**config.mk**
```make
export PLATFORM = sky130hd
export DESIGN_NAME = gbx_tx_10to4
export DESIGN_NICKNAME = d
export VERILOG_FILES = /design/src/rtl/gbx_pkg.sv /design/src/rtl/gbx_phase_seq.sv /design/src/rtl/gbx_half.sv /design/src/rtl/gbx_tx_10to4.sv
export SDC_FILE = /design/constraint.sdc
export NUM_CORES = 1
export LEC_CHECK = 0
export BUFFER_PORTS_ARGS = -buffer_cell sky130_fd_sc_hd__buf_2
export CELL_PAD_IN_SITES_DETAIL_PLACEMENT = 1
export CELL_PAD_IN_SITES_GLOBAL_PLACEMENT = 1
export CORE_UTILIZATION = 51
export CTS_CLUSTER_SIZE = 12
export DETAILED_ROUTE_END_ITERATION = 8
export GPL_TIMING_DRIVEN = 0
export HOLD_SLACK_MARGIN = 0.15
export PLACE_DENSITY_LB_ADDON = 0.1
export SKIP_CTS_REPAIR_TIMING = 1
export SYNTH_ARGS = -nofsm -noshare
export SYNTH_HDL_FRONTEND = slang
export SYNTH_HIERARCHICAL = 1
export SYNTH_SLANG_ARGS = --single-unit
export TNS_END_PERCENT = 10
```
**constraint.sdc**
```tcl
create_clock -name clk_i -period 4.4 [get_ports clk_i]
set_clock_uncertainty 0.15 [all_clocks]
set_input_delay 1.32 -clock clk_i [delete_from_list [all_inputs] [get_ports clk_i]]
set_output_delay 1.32 -clock clk_i [all_outputs]
set_load 0.005 [all_outputs]
```
**src/rtl/gbx_pkg.sv**
```systemverilog
package gbx_pkg;
    // Lanes served by one half and the output lanes it drives
    localparam int HALF_IN  = 5;
    localparam int HALF_OUT = 2;
    // Sub-stream slots per input lane (two multiplexers per output lane)
    localparam int SUBS     = 2 * HALF_OUT;
    // Superframe length in output bit times
    localparam int FRAME    = 2 * HALF_IN;
    localparam int SLOT_W   = $clog2(SUBS);
    localparam int CYC_W    = $clog2(FRAME);

    typedef logic [SUBS-1:0]             sub_vec_t;
    typedef logic [HALF_IN-1:0][SUBS-1:0] slot_word_t;
endpackage

```
**src/rtl/gbx_phase_seq.sv**
```systemverilog
module gbx_phase_seq
    import gbx_pkg::*;
(
    input  logic              clk_i,
    input  logic              rst_i,
    output logic [HALF_IN-1:0] phase_o,
    output logic              odd_o,
    output logic              take_o,
    output logic [SLOT_W-1:0] slot_o,
    output logic              load_o,
    output logic              start_o
);
    typedef struct packed {
        logic [HALF_IN-1:0] ring;
        logic               odd;
    } seq_t;

    seq_t st_d, st_q;
    logic [CYC_W-1:0] cyc_w;

    // Next state: ring shifts with NOR refill on the odd cycle of each pair
    always_comb begin
        st_d = st_q;
        st_d.odd = ~st_q.odd;
        if (st_q.odd) begin
            st_d.ring = {st_q.ring[HALF_IN-2:0], ~|st_q.ring[HALF_IN-2:0]};
        end
    end

    // Decode superframe position and sampling slot
    always_comb begin
        cyc_w  = '0;
        take_o = 1'b0;
        slot_o = '0;
        for (int p = 0; p < HALF_IN; p++) begin
            if (st_q.ring[p]) cyc_w = CYC_W'(2 * p) + CYC_W'(st_q.odd);
        end
        for (int k = 0; k < SUBS; k++) begin
            if (cyc_w == CYC_W'((k * FRAME + SUBS - 1) / SUBS)) begin
                take_o = 1'b1;
                slot_o = SLOT_W'(k);
            end
        end
    end

    assign phase_o = st_q.ring;
    assign odd_o   = st_q.odd;
    assign load_o  = st_q.ring[HALF_IN-1] & st_q.odd;
    assign start_o = st_q.ring[0] & ~st_q.odd;

    always_ff @(posedge clk_i) begin
        if (rst_i) begin
            st_q.ring <= HALF_IN'(1);
            st_q.odd  <= 1'b0;
        end else begin
            st_q <= st_d;
        end
    end


    ring_onehot_chk: assert property (@(posedge clk_i) disable iff (rst_i)
        $onehot(st_q.ring));

    ring_hold_chk: assert property (@(posedge clk_i) disable iff (rst_i)
        !st_q.odd |=> $stable(st_q.ring));

    take_spacing_chk: assert property (@(posedge clk_i) disable iff (rst_i)
        take_o |=> !take_o);
endmodule

```
**src/rtl/gbx_half.sv**
```systemverilog
module gbx_half
    import gbx_pkg::*;
(
    input  logic               clk_i,
    input  logic               rst_i,
    input  logic [HALF_IN-1:0] lanes_i,
    input  logic               take_i,
    input  logic [SLOT_W-1:0]  slot_i,
    input  logic               load_i,
    input  logic [HALF_IN-1:0] phase_i,
    input  logic               odd_i,
    output logic [HALF_OUT-1:0] lanes_o
);
    typedef struct packed {
        slot_word_t          cap;
        slot_word_t          hold;
        logic [HALF_OUT-1:0] out;
    } half_t;

    half_t    st_d, st_q;
    sub_vec_t mux_w;

    // Five-to-one AND-OR multiplexers, one per sub-stream slot
    always_comb begin
        mux_w = '0;
        for (int m = 0; m < SUBS; m++) begin
            for (int i = 0; i < HALF_IN; i++) begin
                mux_w[m] = mux_w[m] | (phase_i[i] & st_q.hold[i][m]);
            end
        end
    end

    always_comb begin
        st_d = st_q;
        // One-to-four split: each sampled bit goes to its slot
        if (take_i) begin
            for (int i = 0; i < HALF_IN; i++) begin
                st_d.cap[i][slot_i] = lanes_i[i];
            end
        end
        if (load_i) st_d.hold = st_q.cap;
        // Full-rate interleave of multiplexer pairs
        for (int j = 0; j < HALF_OUT; j++) begin
            st_d.out[j] = odd_i ? mux_w[2*j+1] : mux_w[2*j];
        end
    end

    always_ff @(posedge clk_i) begin
        if (rst_i) st_q <= '0;
        else       st_q <= st_d;
    end

    assign lanes_o = st_q.out;


    phase_sel_onehot_chk: assert property (@(posedge clk_i) disable iff (rst_i)
        $onehot(phase_i));

    hold_stable_chk: assert property (@(posedge clk_i) disable iff (rst_i)
        !load_i |=> $stable(st_q.hold));

    cap_idle_chk: assert property (@(posedge clk_i) disable iff (rst_i)
        !take_i |=> $stable(st_q.cap));
endmodule

```
**src/rtl/gbx_tx_10to4.sv**
```systemverilog
module gbx_tx_10to4
    import gbx_pkg::*;
#(
    parameter int NUM_HALVES = 2
) (
    input  logic                           clk_i,
    input  logic                           rst_i,
    input  logic [NUM_HALVES*HALF_IN-1:0]  lanes_i,
    output logic [NUM_HALVES*HALF_OUT-1:0] lanes_o,
    output logic                           take_o,
    output logic                           word_start_o
);
    typedef struct packed {
        logic start;
    } top_t;

    top_t st_d, st_q;

    logic [HALF_IN-1:0] phase_w;
    logic               odd_w;
    logic [SLOT_W-1:0]  slot_w;
    logic               load_w;
    logic               start_w;

    gbx_phase_seq seq_i (
        .clk_i   (clk_i),
        .rst_i   (rst_i),
        .phase_o (phase_w),
        .odd_o   (odd_w),
        .take_o  (take_o),
        .slot_o  (slot_w),
        .load_o  (load_w),
        .start_o (start_w)
    );

    for (genvar h = 0; h < NUM_HALVES; h++) begin : g_half
        gbx_half half_i (
            .clk_i   (clk_i),
            .rst_i   (rst_i),
            .lanes_i (lanes_i[h*HALF_IN +: HALF_IN]),
            .take_i  (take_o),
            .slot_i  (slot_w),
            .load_i  (load_w),
            .phase_i (phase_w),
            .odd_i   (odd_w),
            .lanes_o (lanes_o[h*HALF_OUT +: HALF_OUT])
        );
    end

    // Marker aligned with the registered output bits
    always_comb begin
        st_d.start = start_w;
    end

    always_ff @(posedge clk_i) begin
        if (rst_i) st_q <= '0;
        else       st_q <= st_d;
    end

    assign word_start_o = st_q.start;


    start_pulse_chk: assert property (@(posedge clk_i) disable iff (rst_i)
        word_start_o |=> !word_start_o);

    take_at_start_chk: assert property (@(posedge clk_i) disable iff (rst_i)
        start_w |-> take_o);
endmodule

```
* Word level (Yosys, flattened, before mapping)
Index checks and enable logic that the tools add are counted. W data, S select, Z words.
Operators by class: $add $sub $neg 4, order comparisons 2, equality and inequality tests 3, muxes and demuxes 28, bitwise gates (word level) 75, reductions and logical operators 4
Operators with widths (count):
- $and A1 B1 Y1 | 42
- $bwmux W4 | 10
- $or A1 B1 Y1 | 32
- $mux W4 | 4
- $mux W1 | 11
- $add A3 B1 Y4 const A | 2
- $add A4 B1 Y4 const A | 1
- $eq A4 B2 Y1 const B | 1
- $eq A4 B3 Y1 const B | 1
- $eq A4 B4 Y1 const B | 1
- $logic_not A4 Y1 | 1
- $mux W2 | 2
- $reduce_or A4 Y1 | 1
- $add A2 B1 Y3 const A | 1
- $lt A2 B3 Y1 const B | 1
- $demux W1 S2 | 1
- $ge A2 B1 Y1 const B | 1
- $logic_and A1 B1 Y1 | 1
- $logic_not A1 Y1 | 1
- $not A1 Y1 | 1
Word-level totals: register bits after elaboration 91, bits of input ports 12, output and inout bits 6

* Depth between registers and ports, before layout
depth after elaboration 14, mapped depth 6

* Hierarchy
The synthesis kept the hierarchy.
By module, submodules not included:
- gbx_half | times used 2, cells an instance 151, area each 1594.0 µm², seq. area each 840.8 µm²
- gbx_phase_seq | times used 1, cells an instance 31, area each 287.8 µm², seq. area each 120.1 µm²
- gbx_tx_10to4 | times used 1, cells an instance 2, area each 33.8 µm², seq. area each 20.0 µm²

* Worst setup path after synthesis
No wires, ideal clock.
path type register to register, from reg seq_i.st_q, in the netlist seq_i/phase_o[1], to reg g_half[1].half_i/st_q[25] (netlist bit), library setup time 0.128 ns, arrival time 2.644 ns, required time 4.122 ns, path slack 1.478 ns, cell stages (with the launch flop) 6, buffers on the path 0, clock period less this slack 2.922 ns, cells stage by stage dfxtp_1 -> inv_1 -> o41ai_1 -> nand3_1 -> mux2i_1 -> nor2_1
On the way: longest elaborated chain between the ends 13
Ends and longest elaborated chain:
- start: declaration | line gbx_phase_seq.sv:18 | seq_t st_d, st_q;
- start signal: assignment | line gbx_phase_seq.sv:56 | st_q <= st_d;
- $mux W4 * (4 in a row) | line gbx_phase_seq.sv:36 | if (st_q.ring[p]) cyc_w = CYC_W'(2 * p) + CYC_W'(st_q.odd);
- $eq A4 B2 Y1 | line gbx_phase_seq.sv:39 | if (cyc_w == CYC_W'((k * FRAME + SUBS - 1) / SUBS)) begin
- $mux W1 | line gbx_phase_seq.sv:39
- $mux W2 | line gbx_phase_seq.sv:39
- $mux W2 * | line gbx_phase_seq.sv:39
- named net slot_w[0] | line gbx_tx_10to4.sv:21 | logic [SLOT_W-1:0] slot_w;
- $lt A2 B3 Y1 (implied by the code) / $ge A2 B1 Y1 (equally long branches) | line gbx_half.sv:38 | st_d.cap[i][slot_i] = lanes_i[i];
- $logic_and A1 B1 Y1 (implied by the code) | line gbx_half.sv:38
- $mux W1 (implied by the code) | line gbx_half.sv:38
- $demux W1 S2 *
- $bwmux W4 * | line gbx_half.sv:38
- end signal: assignment | line gbx_half.sv:50 | else st_q <= st_d;
- end: declaration | line gbx_half.sv:20 | half_t st_d, st_q;
The timed path passes the listed nets; every way through them passes the cells marked *. A chain may end at the register's enable or synchronous reset.

* Final worst setup path
from reg seq_i.st_q, in the netlist seq_i/phase_o[2], to out take_o
On the way: longest elaborated chain between the ends 8
Ends and longest elaborated chain:
- $mux W4 * (3 in a row) | line gbx_phase_seq.sv:36
- $logic_not A4 Y1 | line gbx_phase_seq.sv:39
- $mux W1 (3 in a row) | line gbx_phase_seq.sv:39
- $mux W1 * | line gbx_phase_seq.sv:39
- end: declaration | line gbx_tx_10to4.sv:10 | output logic take_o,
Every way passes the cells marked *; elsewhere a longest branch is shown, timed or not.

==> summary.txt <==
Power and ir drop
  – Combinational fraction of design power: approximately 7.0%
  – Switch share: 22.2%
  – Sequential Power Share: 54.3%
  – PwrDens: 405 mW/mm^2
  – Static leakage: 0.00165 uW
  – Cell internal pwr: around 1200 uW
  – Max VDD drop: between 0.00015 and 0.0002 V
  – P_sw: 354 uW
  – Clock Power Share: between 30% and 40%

Floorplanning
  – Chip width: around 85 um
  – Site Rows: 29
  – I/O Pins: 18
  – Core area: 0.00649 mm^2
  – Die height: 85.0 um
  – Initial Util: 54.0%
  – Die area: 0.00722 mm^2

Worst setup path
  – Crit Path Class: register to output port
  – Endpoint class of the critical path: output port
  – Worst R2R Start: seq_i/phase_o[2]
  – R2R depth: 5
  – Worst Path Required: 2930 ps
  – Setup crit end: take_o
  – Cell Chain, Critical Path: nand4bb_1 -> o311a_1 -> buf_2
  – Slowest stage delay, CP: about 810 ps
  – Slowest CP cell: dfxtp_1
  – R2R setup slack: 1110 ps
  – Worst Path Arrival: approximately 2000 ps
  – CP max FO: 15
  – Reg-to-Reg End: g_half[0].half_i/st_q[37]
  – Worst setup SP type: register
  – CP startpoint: seq_i/phase_o[2]

Logic synthesis
  – Largest family of logic cells by synthesized area: multiplexers
  – Compound-cell area share of the yosys netlist: just over 7%
  – Synth Area in XOR/XNOR: 0%
  – Number of synthesized register bits: 91
  – Post-synth ARST share: 0%
  – Post-Synth Simple-Gate Area: 13.8%
  – Seq/Total Area, Yosys: 51.9%
  – Cells after Synth: 335
  – Synthesized net count: 347
  – Synth Area in Adders: 0%
  – Post-synth EDFFs: 0
  – Post-synth top flop: dfxtp_1
  – Synth Cell Area: 0.00351 mm^2
  – Multiplexer share of the synthesized area: 24.0%
  – Synth warn: 6
  – Syn avg cell area: 10.5 um^2
  – Netlist cell types: 28

Timing
  – Unrepaired setup endpoints after global routing: no
  – Tcrit/Tclk final: 79.5%
  – Max Clock Freq: 286 MHz
  – Slew Limit Fails: 0
  – Fin crit period: 3500 ps
  – Slew @ Worst Pin: 1380 ps
  – Setup TNS: 0 ps
  – Setup violations, final: 0
  – Fin. Hold Viols: 0
  – Slew headroom: 7.45%

Global routing
  – First-pass GRT wire length: 14.0 mm
  – Overall Global Routing Usage: 25.7%
  – Largest net degree at the start of global routing: 16
  – Vias in the first global route: 2638
  – Initial antenna violation count: 0
  – Overflow after GRT: 0

Clock network
  – Worst skew pair latency: around 350 ps
  – CTS tree: built
  – Clk pin slew, worst setup/hold paths: approximately 80 ps
  – Clk buf depth: 2
  – H-tree lvl count: 3
  – CTS root buffer: clkbuf_8
  – CTS buffer count: 9
  – Clock Sink Count: a little over 90

Flow run
  – Max Cap Violations: 0

Layout
  – Fill count: 736
  – Fin nets: 376
  – Diode count: 0
  – Area growth from synthesis to layout: 11.7%
  – Share of cells above drive strength 1: 14.2%
  – Finished Layout Cells: 444

Routing
  – TritonRoute pass-1 iters: 8
  – Final ANT Viol Nets: 0
  – Vias: roughly 2500
  – DRT Wirelength: between 8 and 9 mm
  – DR vias/cell: 5.72
  – Number of remaining DRC errors: 1
  – Wirelength per Cell: 18.6 um
  – Drt initial violations: 101

Run status
  – Failing checks: design-rule violations
  – Status: finished, violations left

Placed design
  – RD Place Congestion: 0.744
  – Port buffer count: 17
  – DP Wirelength: 5.47 mm
  – Inst Count DP: 430

Min path
  – Hold/Removal Path Class: register to register
[power groups by stage]
| stage | sequential (uW) | clock [uW] | combinational [uW] |
|---|---|---|---|
| finish | 864 | 615 | 111 |
| floorplan | 873 | 0 | 76.6 |
| global route | 867 | 661 | 122 |
| CTS | 864 | 633 | 111 |
| detailed placement | 883 | 0 | 110 |
| global placement | 881 | 0 | 106 |
[worst max-delay path, delay by kind of cell, from the launching register on]
kind / cells / cell delay [ps]
DFF: 1 / 810
AOI/OAI and AO/OA: 1 / 450
and+or+nand+nor: 1 / 220
buffers and inverters: 1 / 190
[cell type report]
class                      count  area, um^2  area share (%)
inverter                       3        11.3           0.287
tap                           77        96.3            2.46
clock buffer                  12         155            3.96
clock inverter                 2        60.1            1.53
sequential                    91        1820            46.5
multi-input combinational    222        1590            40.4
timing repair buffer          18        92.6            2.36
buffer                        19        98.8            2.52
[worst min path at each step]
stage / from / slack [ps] / cells past startpoint / endpoint
floorplan: g_half[0].half_i/st_q[11] / 290 / 2 / g_half[0].half_i/lanes_o[0]
global placement: g_half[0].half_i/st_q[13] / 310 / 2 / g_half[0].half_i/lanes_o[1]
detailed placement: g_half[1].half_i/st_q[11] / 320 / 2 / g_half[1].half_i/lanes_o[0]
CTS: g_half[1].half_i/st_q[11] / 330 / 2 / g_half[1].half_i/lanes_o[0]
global route: g_half[0].half_i/st_q[13] / 360 / 2 / g_half[0].half_i/lanes_o[1]
finish: g_half[0].half_i/st_q[13] / 330 / 2 / g_half[0].half_i/lanes_o[1]
[placed cells by master, fill, tap and decap left out, types with 2 or more instances in the layout]
master,netlist,layout
dfxtp_1,91,91
nor2_1,85,85
mux2i_1,84,84
buf_2,4,21
clkbuf_8,0,11
clkbuf_1,10,11
a22oi_1,8,8
nand2_1,5,5
a21oi_1,5,5
buf_4,4,5
nand3b_2,4,4
a22o_1,4,4
a221oi_1,4,4
a31o_2,4,4
a31oi_1,4,4
inv_1,3,3
bufinv_16,0,2
nor3b_4,2,2
nand3_1,2,2
nand2b_1,2,2
[Yosys cell counts, drive strengths merged, types with 2 or more instances]
cell type | count | area [um^2]
inv | 3 | 11.3
clkbuf | 10 | 37.5
nor3b | 2 | 37.5
mux2i | 84 | 841
nor2b | 2 | 20.0
nand3b | 4 | 45.0
a221oi | 4 | 35.0
a31oi | 4 | 25.0
dfxtp | 91 | 1820
nand2 | 5 | 18.8
a31o | 4 | 35.0
nor2 | 85 | 319
nand3 | 2 | 10.0
a21oi | 5 | 25.0
buf | 9 | 61.3
a22oi | 8 | 60.1
nand2b | 2 | 12.5
a22o | 4 | 35.0
[layer usage]
metal / vias to the layer above / track usage (%) / share of wire, % / routed length [um]
li1: 1214 / - / - / -
met1: 1277 / 36.4 / 49 / 4050
met2: 39 / 39.6 / 46 / 3800
met3: 9 / 3.50 / 3.2 / 261
met4: 0 / 10.6 / 1.5 / 126
met5: - / 0 / 0 / 0
[registers in the layout (all words and copies together) (netlist names)]
signal and flops:
seq_i/odd_o 1, word_start_o 1, g_half.half_i/st_q 80, g_half.half_i/lanes_o 4
seq_i/phase_o 5
[stage by stage]
step / setup slack (ps) / hold slack, ps / total power [uW] / utilization, % / instance area, um^2
after floorplan: 1480 / 295 / 950 / - / 3510
after global placement: 811 / 315 / 988 / 56.8 / 3690
after detailed placement: 1250 / 318 / 993 / 57.1 / 3710
after CTS: 897 / 332 / 1610 / 60.4 / 3920
after global routing: 823 / 363 / 1650 / 60.4 / 3920
final: 904 / 327 / 1590 / 60.4 / 3920
[cell families (layout without fill, tap and decap cells)]
group | Yosys count | in the layout
simple gates | 105 | 105
flops | 91 | 91
mux | 84 | 84
compound gates | 33 | 33
buf+inv | 22 | 54
Power figures use the tool's default switching activity.
